===== src/rtl/mmc_fifo_pkg.sv =====
package mmc_fifo_pkg;
  typedef enum logic [1:0] {SEL_DATA = 2'd0, SEL_BLEN = 2'd1, SEL_NBLK = 2'd2, SEL_BUF = 2'd3} wr_sel_e;

  typedef struct packed {
    logic       rx_dma;
    logic [4:0] hi_lvl;
    logic       tx_dma;
    logic [4:0] lo_lvl;
  } bufcfg_t;

  function automatic bufcfg_t decode_bufcfg(input logic [15:0] w);
    bufcfg_t c;
    c.rx_dma = w[15];
    c.hi_lvl = w[12:8];
    c.tx_dma = w[7];
    c.lo_lvl = w[4:0];
    return c;
  endfunction

  function automatic logic [11:0] len_plus_one(input logic [10:0] v);
    return {1'b0, v} + 12'd1;
  endfunction

  function automatic logic [15:0] pack_pair(input logic [7:0] first, input logic [7:0] second);
    return {second, first};
  endfunction
endpackage


===== src/rtl/xf_fifo_mem.sv =====
module xf_fifo_mem #(
  parameter int DW = 16,
  parameter int DEPTH = 32,
  localparam int PW = $clog2(DEPTH),
  localparam int CW = PW + 1
) (
  input  logic          clk,
  input  logic          rst_n,
  input  logic          flush,
  input  logic          push,
  input  logic [DW-1:0] push_data,
  input  logic          pop,
  output logic [DW-1:0] head,
  output logic [CW-1:0] count
);
  logic [DW-1:0] mem [DEPTH];
  logic [PW-1:0] rd_ptr;
  logic [PW-1:0] wr_ptr;

  assign wr_ptr = rd_ptr + count[PW-1:0];
  assign head   = mem[rd_ptr];

  always_ff @(posedge clk) begin
    if (push && !flush) mem[wr_ptr] <= push_data;
  end

  always_ff @(posedge clk or negedge rst_n) begin
    if (!rst_n) begin
      rd_ptr <= '0;
      count  <= '0;
    end else if (flush) begin
      rd_ptr <= '0;
      count  <= '0;
    end else begin
      if (pop) rd_ptr <= rd_ptr + 1'b1;
      count <= count + CW'(push) - CW'(pop);
    end
  end

  assert_no_overflow_R2: assert property (@(posedge clk) disable iff (!rst_n)
    (push && !pop && !flush) |-> (count < CW'(DEPTH)));
  assert_no_underflow_R2: assert property (@(posedge clk) disable iff (!rst_n)
    pop |-> (count != '0));
endmodule


===== src/rtl/xf_blk_count.sv =====
module xf_blk_count #(
  parameter int LENW = 11,
  localparam int CNTW = LENW + 1
) (
  input  logic            clk,
  input  logic            rst_n,
  input  logic            blen_wr,
  input  logic            nblk_wr,
  input  logic [LENW-1:0] wr_val,
  input  logic            byte_take,
  output logic            blk_end,
  output logic            xfer_end
);
  import mmc_fifo_pkg::*;
  logic [CNTW-1:0] blen, bcnt, nblk, ncnt;

  assign blk_end  = byte_take && (bcnt == CNTW'(1));
  assign xfer_end = blk_end && (ncnt == CNTW'(1));

  always_ff @(posedge clk or negedge rst_n) begin
    if (!rst_n) begin
      blen <= CNTW'(1);
      bcnt <= CNTW'(1);
      nblk <= CNTW'(1);
      ncnt <= CNTW'(1);
    end else if (blen_wr) begin
      blen <= len_plus_one(wr_val);
      bcnt <= len_plus_one(wr_val);
    end else if (nblk_wr) begin
      nblk <= len_plus_one(wr_val);
      ncnt <= len_plus_one(wr_val);
      bcnt <= blen;
    end else if (byte_take) begin
      if (bcnt == CNTW'(1)) begin
        bcnt <= blen;
        ncnt <= (ncnt == CNTW'(1)) ? nblk : ncnt - 1'b1;
      end else begin
        bcnt <= bcnt - 1'b1;
      end
    end
  end

  assert_cnt_nonzero_R3: assert property (@(posedge clk) disable iff (!rst_n)
    (bcnt != '0) && (ncnt != '0));
  assert_reload_R6: assert property (@(posedge clk) disable iff (!rst_n)
    (xfer_end && !blen_wr && !nblk_wr) |=> (ncnt == nblk) && (bcnt == blen));
endmodule


===== src/rtl/xf_level.sv =====
module xf_level #(
  parameter int CW = 6
) (
  input  logic                  clk,
  input  logic                  rst_n,
  input  logic                  active,
  input  logic                  dir_rx,
  input  logic [CW-1:0]         count,
  input  mmc_fifo_pkg::bufcfg_t cfg,
  output logic                  dma_rx,
  output logic                  dma_tx,
  output logic                  st_rx,
  output logic                  st_tx
);
  logic gate, rx_hit, tx_hit;

  assign gate   = active || (count != '0);
  assign rx_hit = gate && dir_rx && (count > CW'(cfg.hi_lvl));
  assign tx_hit = gate && !dir_rx && (count < CW'(cfg.lo_lvl));
  assign dma_rx = rx_hit && cfg.rx_dma;
  assign st_rx  = rx_hit && !cfg.rx_dma;
  assign dma_tx = tx_hit && cfg.tx_dma;
  assign st_tx  = tx_hit && !cfg.tx_dma;

  assert_rx_excl_R8: assert property (@(posedge clk) disable iff (!rst_n) !(dma_rx && st_rx));
  assert_tx_excl_R9: assert property (@(posedge clk) disable iff (!rst_n) !(dma_tx && st_tx));
  assert_dir_excl_R7: assert property (@(posedge clk) disable iff (!rst_n)
    !((dma_rx || st_rx) && (dma_tx || st_tx)));
endmodule


===== src/rtl/mmc_xfer_fifo.sv =====
module mmc_xfer_fifo #(
  parameter int DEPTH = 32,
  parameter int LENW = 11,
  localparam int DW = 16,
  localparam int CW = $clog2(DEPTH) + 1
) (
  input  logic        clk,
  input  logic        rst_n,
  input  logic        reg_wr_en,
  input  logic [1:0]  reg_wr_sel,
  input  logic [15:0] reg_wr_data,
  input  logic        data_rd_en,
  output logic [15:0] data_rd_data,
  input  logic        xfer_start,
  input  logic        xfer_dir,
  output logic        xfer_active,
  output logic        xfer_done,
  input  logic        card_rx_valid,
  input  logic [7:0]  card_rx_byte,
  output logic        card_rx_ready,
  output logic        card_tx_valid,
  output logic [7:0]  card_tx_byte,
  input  logic        card_tx_ready,
  output logic        dma_rx_req,
  output logic        dma_tx_req,
  output logic        stat_rx_level,
  output logic        stat_tx_level
);
  import mmc_fifo_pkg::*;

  logic          dir_rx, half_pend, tx_half;
  logic [7:0]    half_lo;
  bufcfg_t       cfg;
  logic [CW-1:0] count;
  logic [DW-1:0] head;
  logic          blk_end, xfer_end;
  logic          rx_take, rx_push, tx_take, tx_pop, byte_take;
  logic          host_push, host_pop, push, pop;
  logic [DW-1:0] rx_word, push_data;
  logic          wr_data, wr_blen, wr_nblk, wr_buf;
  logic          over_hi;

  assign wr_data = reg_wr_en && (reg_wr_sel == SEL_DATA);
  assign wr_blen = reg_wr_en && (reg_wr_sel == SEL_BLEN);
  assign wr_nblk = reg_wr_en && (reg_wr_sel == SEL_NBLK);
  assign wr_buf  = reg_wr_en && (reg_wr_sel == SEL_BUF);

  assign over_hi       = count > CW'(cfg.hi_lvl);
  assign card_rx_ready = xfer_active && dir_rx && (half_pend || !over_hi) && (count < CW'(DEPTH));
  assign rx_take       = card_rx_valid && card_rx_ready;
  assign rx_push       = rx_take && (half_pend || blk_end);
  assign rx_word       = half_pend ? pack_pair(half_lo, card_rx_byte) : pack_pair(card_rx_byte, 8'h00);

  assign card_tx_valid = xfer_active && !dir_rx && (count != '0);
  assign card_tx_byte  = tx_half ? head[15:8] : head[7:0];
  assign tx_take       = card_tx_valid && card_tx_ready;
  assign tx_pop        = tx_take && (tx_half || blk_end);

  assign byte_take = rx_take || tx_take;
  assign host_push = wr_data && (count != CW'(DEPTH)) && !rx_push;
  assign host_pop  = data_rd_en && (count != '0) && !tx_pop;
  assign push      = rx_push || host_push;
  assign pop       = tx_pop || host_pop;
  assign push_data = rx_push ? rx_word : reg_wr_data;

  assign data_rd_data = head;
  assign xfer_done    = xfer_end;

  xf_fifo_mem #(.DW(DW), .DEPTH(DEPTH)) u_mem (
    .clk(clk), .rst_n(rst_n), .flush(xfer_start), .push(push), .push_data(push_data),
    .pop(pop), .head(head), .count(count));

  xf_blk_count #(.LENW(LENW)) u_cnt (
    .clk(clk), .rst_n(rst_n), .blen_wr(wr_blen), .nblk_wr(wr_nblk),
    .wr_val(reg_wr_data[LENW-1:0]), .byte_take(byte_take),
    .blk_end(blk_end), .xfer_end(xfer_end));

  xf_level #(.CW(CW)) u_lvl (
    .clk(clk), .rst_n(rst_n), .active(xfer_active), .dir_rx(dir_rx), .count(count), .cfg(cfg),
    .dma_rx(dma_rx_req), .dma_tx(dma_tx_req), .st_rx(stat_rx_level), .st_tx(stat_tx_level));

  always_ff @(posedge clk or negedge rst_n) begin
    if (!rst_n) begin
      xfer_active <= 1'b0;
      dir_rx      <= 1'b0;
      half_pend   <= 1'b0;
      half_lo     <= '0;
      tx_half     <= 1'b0;
      cfg         <= '{rx_dma: 1'b0, hi_lvl: 5'd31, tx_dma: 1'b0, lo_lvl: 5'd0};
    end else begin
      if (wr_buf) cfg <= decode_bufcfg(reg_wr_data);
      if (xfer_start) begin
        xfer_active <= 1'b1;
        dir_rx      <= xfer_dir;
        half_pend   <= 1'b0;
        tx_half     <= 1'b0;
      end else begin
        if (xfer_end) xfer_active <= 1'b0;
        if (rx_take) begin
          if (half_pend || blk_end) begin
            half_pend <= 1'b0;
          end else begin
            half_pend <= 1'b1;
            half_lo   <= card_rx_byte;
          end
        end
        if (tx_take) tx_half <= !(tx_half || blk_end);
      end
    end
  end

  assert_rx_pause_R11: assert property (@(posedge clk) disable iff (!rst_n)
    (!half_pend && over_hi) |-> !card_rx_ready);
  assert_done_ends_R6: assert property (@(posedge clk) disable iff (!rst_n)
    (xfer_done && !xfer_start) |=> !xfer_active);
  assert_idle_quiet_R10: assert property (@(posedge clk) disable iff (!rst_n)
    (!xfer_active && (count == '0)) |-> !(dma_rx_req || dma_tx_req || stat_rx_level || stat_tx_level));
  assert_tx_hold_R5: assert property (@(posedge clk) disable iff (!rst_n)
    (card_tx_valid && !card_tx_ready && !xfer_start && !data_rd_en) |=> $stable(card_tx_byte));
  assert_start_flush_R12: assert property (@(posedge clk) disable iff (!rst_n)
    xfer_start |=> (count == '0));
endmodule


===== config.mk =====
export PLATFORM = sky130hd
export DESIGN_NAME = mmc_xfer_fifo
export DESIGN_NICKNAME = d
export VERILOG_FILES = /design/src/rtl/mmc_fifo_pkg.sv /design/src/rtl/xf_fifo_mem.sv /design/src/rtl/xf_blk_count.sv /design/src/rtl/xf_level.sv /design/src/rtl/mmc_xfer_fifo.sv
export SDC_FILE = /design/constraint.sdc
export NUM_CORES = 1
export LEC_CHECK = 0
export BUFFER_PORTS_ARGS = -buffer_cell sky130_fd_sc_hd__buf_2
export CORE_AREA = 8 8 298 300
export CTS_CLUSTER_SIZE = 25
export DETAILED_ROUTE_END_ITERATION = 10
export DIE_AREA = 0 0 306 308
export REMOVE_ABC_BUFFERS = 1
export SLEW_MARGIN = 20
export SYNTH_ARGS = -nofsm -noshare
export SYNTH_HDL_FRONTEND = slang
export SYNTH_SLANG_ARGS = --single-unit

===== constraint.sdc =====
create_clock -name clk -period 7.52 [get_ports clk]
set_input_delay 1.128 -clock clk [delete_from_list [all_inputs] [get_ports clk]]
set_output_delay 1.128 -clock clk [all_outputs]
set_load 0.005 [all_outputs]

; Word-level counts from Yosys, hierarchy flattened
; Memories as Yosys holds them, arrays and structs flattened.
; Index checks and enable logic that the tools add are counted.
[word_totals]
register_bits = 83
mem_bits_rw = 512
in_bits = 34
output_inout_bits = 32
wordCells = 113
mem_count = 1
[classes]
add_sub_neg = 7
n_lt_le_gt_ge = 3
n_eq_ne = 6
muxes = 23
bitwise_logic = 3
reduce_logical = 55
[memory_table]
columns = name, words, word_bits, read_ports, rd_clocked_by_memory_dff, write_ports, line
row1 = u_mem.mem, 32, 16, 1, 0, 1, xf_fifo_mem.sv:16  ; logic [DW-1:0] mem [DEPTH];
[op_table]
columns = cell, count
row1 = two-way mux 12 bit, 8
row2 = two-way mux 16 bit, 2
row3 = logical AND 1 bit, 28
row4 = == test 12 x 1 -> 1 bit (second input constant), 2
row5 = subtractor 12 x 1 -> 12 bit (second input constant), 2
row6 = adder 11 x 1 -> 12 bit (second input constant), 1
row7 = nonzero test 2 bit, 6
row8 = two-way mux 5 bit, 2
row9 = two-way mux 1 bit, 9
row10 = zero test 1 bit, 8
row11 = two-way mux 8 bit, 1
row12 = logical OR 1 bit, 7
row13 = adder 6 x 1 -> 6 bit, 1
row14 = > comparator 6 x 5 -> 1 bit, 1
row15 = less-than comparator 6 x 5 -> 1 bit, 1
row16 = less-than comparator 6 bit (second input constant), 1
row17 = two-way mux 6 bit, 1
row18 = inequality test 6 bit (second input constant), 1
row19 = AND reduction 3 bit, 2
row20 = nonzero test 6 bit, 1
row21 = subtractor 6 x 1 -> 6 bit, 1
row22 = adder 5 x 1 -> 5 bit (second input constant), 1
row23 = adder 5 bit, 1
row24 = == test 2 bit (second input constant), 2
row25 = 5 further kinds, 7

; Depth between registers and ports, before layout
[depth]
ltp_word = 16
mapped_depth = 14
mapped_depth_nobuf = 14

; By module
; A second synthesis with hierarchy kept.
[hier_totals]
cells_unflattened = 1465
area_unflattened_um2 = 25135.4
[by_module_without_submodules]
columns = module, instances, cells_per_inst, area_per_inst_um2, seq_area_each_um2
row1 = xf_fifo_mem, 1, 967, 20428.3, 15650.0
row2 = xf_blk_count, 1, 328, 2839.0, 1206.2
row3 = mmc_xfer_fifo, 1, 130, 1571.5, 606.8
row4 = xf_level, 1, 40, 296.5, 0.0

; Least setup slack after synthesis
; OpenSTA, ideal clock, no wires.
[synth_timing]
path_type = input port to flip-flop
startpoint = input card_rx_valid
endpoint = memory u_mem.mem[0][6], data pin
setup_time_ps = 377
arrival_ps = 3005
required_ps = 7143
slack_ps = 4138
path_stages = 5
n_path_buf = 1
cell_sequence = nand4_1 > nor3_4 > buf_2 > nor2_1 > a21oi_1
[synth_via]
elab_chain_cells = 6
[synth_rtl]
columns = element, line
row1 = "start, declared", mmc_xfer_fifo.sv:18  ; input logic card_rx_valid,
row2 = logical AND 1 bit *, mmc_xfer_fifo.sv:50  ; assign rx_take = card_rx_valid && card_rx_ready;
row3 = logical OR 1 bit, mmc_xfer_fifo.sv:59  ; assign byte_take = rx_take || tx_take;
row4 = logical AND 1 bit, xf_blk_count.sv:17  ; assign blk_end = byte_take && (bcnt == CNTW'(1));
row5 = logical OR 1 bit, mmc_xfer_fifo.sv:51  ; assign rx_push = rx_take && (half_pend || blk_end);
row6 = logical AND 1 bit *, mmc_xfer_fifo.sv:51
row7 = two-way mux 16 bit *, mmc_xfer_fifo.sv:64  ; assign push_data = rx_push ? rx_word : reg_wr_data;
row8 = named net push_data[6], mmc_xfer_fifo.sv:39  ; logic [DW-1:0] rx_word, push_data;
row9 = "end, declared", xf_fifo_mem.sv:16
; The timed path passes the listed nets; every way through them passes the cells marked *.

; Final worst setup path
[layout_timing]
startpoint = register u_mem.rd_ptr[0]
endpoint = output card_tx_byte[4]
[layout_via]
elab_chain_cells = 2
[layout_rtl]
columns = element, line
row1 = "start, declared", xf_fifo_mem.sv:17  ; logic [PW-1:0] rd_ptr;
row2 = "start signal, assigned", xf_fifo_mem.sv:35  ; if (pop) rd_ptr <= rd_ptr + 1'b1;
row3 = memory read (32 x 16 bit), -
row4 = two-way mux 8 bit, mmc_xfer_fifo.sv:55  ; assign card_tx_byte = tx_half ? head[15:8] : head[7:0];
row5 = "end, declared", mmc_xfer_fifo.sv:22  ; output logic [7:0] card_tx_byte,
; Every way passes these cells.

==> metrics.cfg <==
[clock_network]
numCtsBuffers = 56
cts_max_level = 2
cts_setup_buffers = 0
cts_root_buf = clkbuf_16
clk_pin_slew_ns = 0.06
cts_tree = built
holdBufCountCts = 0
clk_latency_ns = 0.63
cts_max_path_buffers = 3
ctsResizeCount = 0
clock_sinks = 595

[timing]
drv_slew = 0
rsz0062_at_grt = false
max_clock_freq_ghz = 0.195
whs_ns = 0.361
worst_pin_slew_ns = 1.12
fin_crit_sh_pct = 68.2
max_slew_margin_pct = 25.1
min_period_ns = 5.13
setup_viol = 0
finalHoldViolCount = 0
fin_skew_ns = 0.0401

[routing]
drc = 0
drt_iter0_drc = 1188
first_pass_iters = 5
dr_total_vias = 14000
vias_per_cell = 5.03
drt-total-wl_um = 61800
ant_nets = 0
wl_per_cell_um = 22.3

[setup_path]
reg2reg_from = u_cnt.bcnt[0]
worstPathRequired_ns = 6.39
path_max_fanout = 44
critPathLaunch = u_mem.rd_ptr[0]
timing.rr.end = u_mem.mem[10][2]
arrival_ns = 4.00
end_kind = output port
rr_worst_depth = 7
r2r_setup_slack_ns = 3.42
startpoint_type = register
critPathKind = register to output port

[yosys]
synthFlopType = edfxtp_1
synthTopCellsByCount = 512 x edfxtp_1, 143 x mux2i_1, 86 x nor2_1, 74 x dfrtp_1
avgSynthCellArea_um2 = 16.2
synth_area_leader_cell = edfxtp_1
synth_edf_count = 512
yosys.cell_types.count = 69
yosysMostFrequentCell = edfxtp_1
ys_seq_area_share_pct = 69.7
synth_cells = 1547
ys_warn_count = 0
syn-cell-area_um2 = 25000
synth_area_leaders = edfxtp_1 61%, dfrtp_1 7.4%, mux4_2 5.8%
synthArstFlopShare_pct = 13.9
synth-seq-cells = 595
synth_top_area_share_pct = 61.4

[pwr]
p_leak_uw = 0.00932
pwr_density_cell_nw_per_um2 = 304
ir_drop_v = 0.000216

[min_path]
worstHoldPathType = input pin to asynchronous set/reset pin

[die]
core_um2 = 84200
core.rowCount = 107
start_util_pct = 29.7
die_y_um = 308
die_w_um = 306
io_pins = 66
dieArea_um2 = 94200

[grt]
grt_overflow = 0
grt_pass1_vias = 14300
grt_pass1_wl_um = 92000
gr-usage-all-layers_pct = 12.8
grt_max_degree = 145
antenna_found_initial = 0

[placed_design]
dp_cells = 2667
dpl_cell_area_um2 = 26800
dp_hpwl_um = 39100
numPortBuffers = 65
place_congestion = 0.836

[cells_and_area]
fin_nets = 1699
design_area_um2 = 28700
fin_cells = 2774
synthToLayoutAreaGrowth_pct = 14.8
drive_gt1_share_pct = 20.9

[run_status]
outcome = finished clean

[flow_run]
maxCapViolCount = 0

sequential cells by signal, summed over array words and instances (netlist names):
name and cells:
tx_half 1, u_mem.count 6, u_mem.mem 512, xfer_active 1
u_mem.rd_ptr 5, u_cnt.ncnt 12, u_cnt.nblk 12, dir_rx 1
half_pend 1, half_lo 8, u_cnt.bcnt 12, cfg 12
u_cnt.blen 12
per-layer routing:
layer | wire length, um | vias up | track usage [%]
li1 | - | 6259 | -
met1 | 28100 | 7211 | 17.9
met2 | 28400 | 393 | 20.2
met3 | 3940 | 88 | 2.58
met4 | 1340 | 0 | 3.18
met5 | 0 | - | 0
cell usage in the layout, fill, tap and decap left out, types with 5 or more instances in the layout:
master	count
clkbuf_1	11
dfrtp_1	72
inv_1	26
o2111ai_1	7
o21ai_0	25
bufinv_16	6
nand4_1	24
nor2b_1	36
a21oi_1	50
a22oi_1	64
nand3b_1	5
mux2_2	32
buf_4	48
clkinv_1	5
nor2_2	8
nor3_1	11
a21o_1	9
o21a_1	9
a22o_1	9
nor4_1	5
mux2i_1	143
dfstp_2	9
clkbuf_16	56
mux4_2	64
xor2_1	16
a21oi_2	8
nand2_1	55
edfxtp_1	512
nand3_1	46
ha_1	28
xnor2_1	22
nor2_1	74
and3_1	7
buf_2	64
clkinv_2	19
where the power goes:
group | switching [uW] | leakage (uW) | total, uW | internal (uW)
clock network | 1250 | 0.000919 | 2860 | 1620
logic | 991 | 0.00281 | 1850 | 854
registers | 255 | 0.00559 | 4030 | 3770
per-stage QoR:
step	setup TNS, ns	setup WS [ns]	total power [uW]	utilization (%)
global placement	0	2.97	5910	31.9
floorplan	-343.67	-0.689	5520	-
finish	0	2.39	8730	34.1
CTS	0	2.32	8810	34.1
detailed placement	0	3.00	5950	31.9
global route	0	2.16	9100	34.1
worst max-delay path by stage:
| stage | endpoint | cells past startpoint |
|---|---|---|
| after floorplan | u_mem.mem[0][0] | 6 |
| after global placement | card_tx_byte[4] | 7 |
| after detailed placement | card_tx_byte[4] | 7 |
| after CTS | card_tx_byte[4] | 7 |
| after global routing | card_tx_byte[4] | 7 |
| final | card_tx_byte[4] | 7 |
cells by family (layout without fill, tap and decap cells):
logic type	Yosys count	in the layout	share of synthesized area [%]
flops	595	595	69.7
simple gates	310	310	6.48
mux	239	239	12.9
compound gates	226	226	6.23
buf+inv	109	245	1.75
xor+xnor	38	38	1.33
fa+ha+maj	30	30	1.56
other cells	0	1	0
layout make-up:
| type | instances | area (um2) |
|---|---|---|
| repair buffers | 113 | 701 |
| fillers | 8026 | 55500 |
| flip-flops and latches | 595 | 17500 |
| multi-input cells | 843 | 7230 |
| clock buffers | 70 | 1480 |
| inverters | 26 | 97.6 |
| well taps | 1090 | 1360 |
| clock inverters | 36 | 385 |
| diodes | 1 | 2.50 |
critical path, stage by stage, from the launching register on:
cell,delay (ns)
dfrtp_4,1.03
nor2b_2,0.92
buf_4,0.39
a22oi_1,0.13
nand3_1,0.11
nand4_1,0.27
mux2_2,0.36
buf_2,0.13
(Power assumes the default switching activity.)
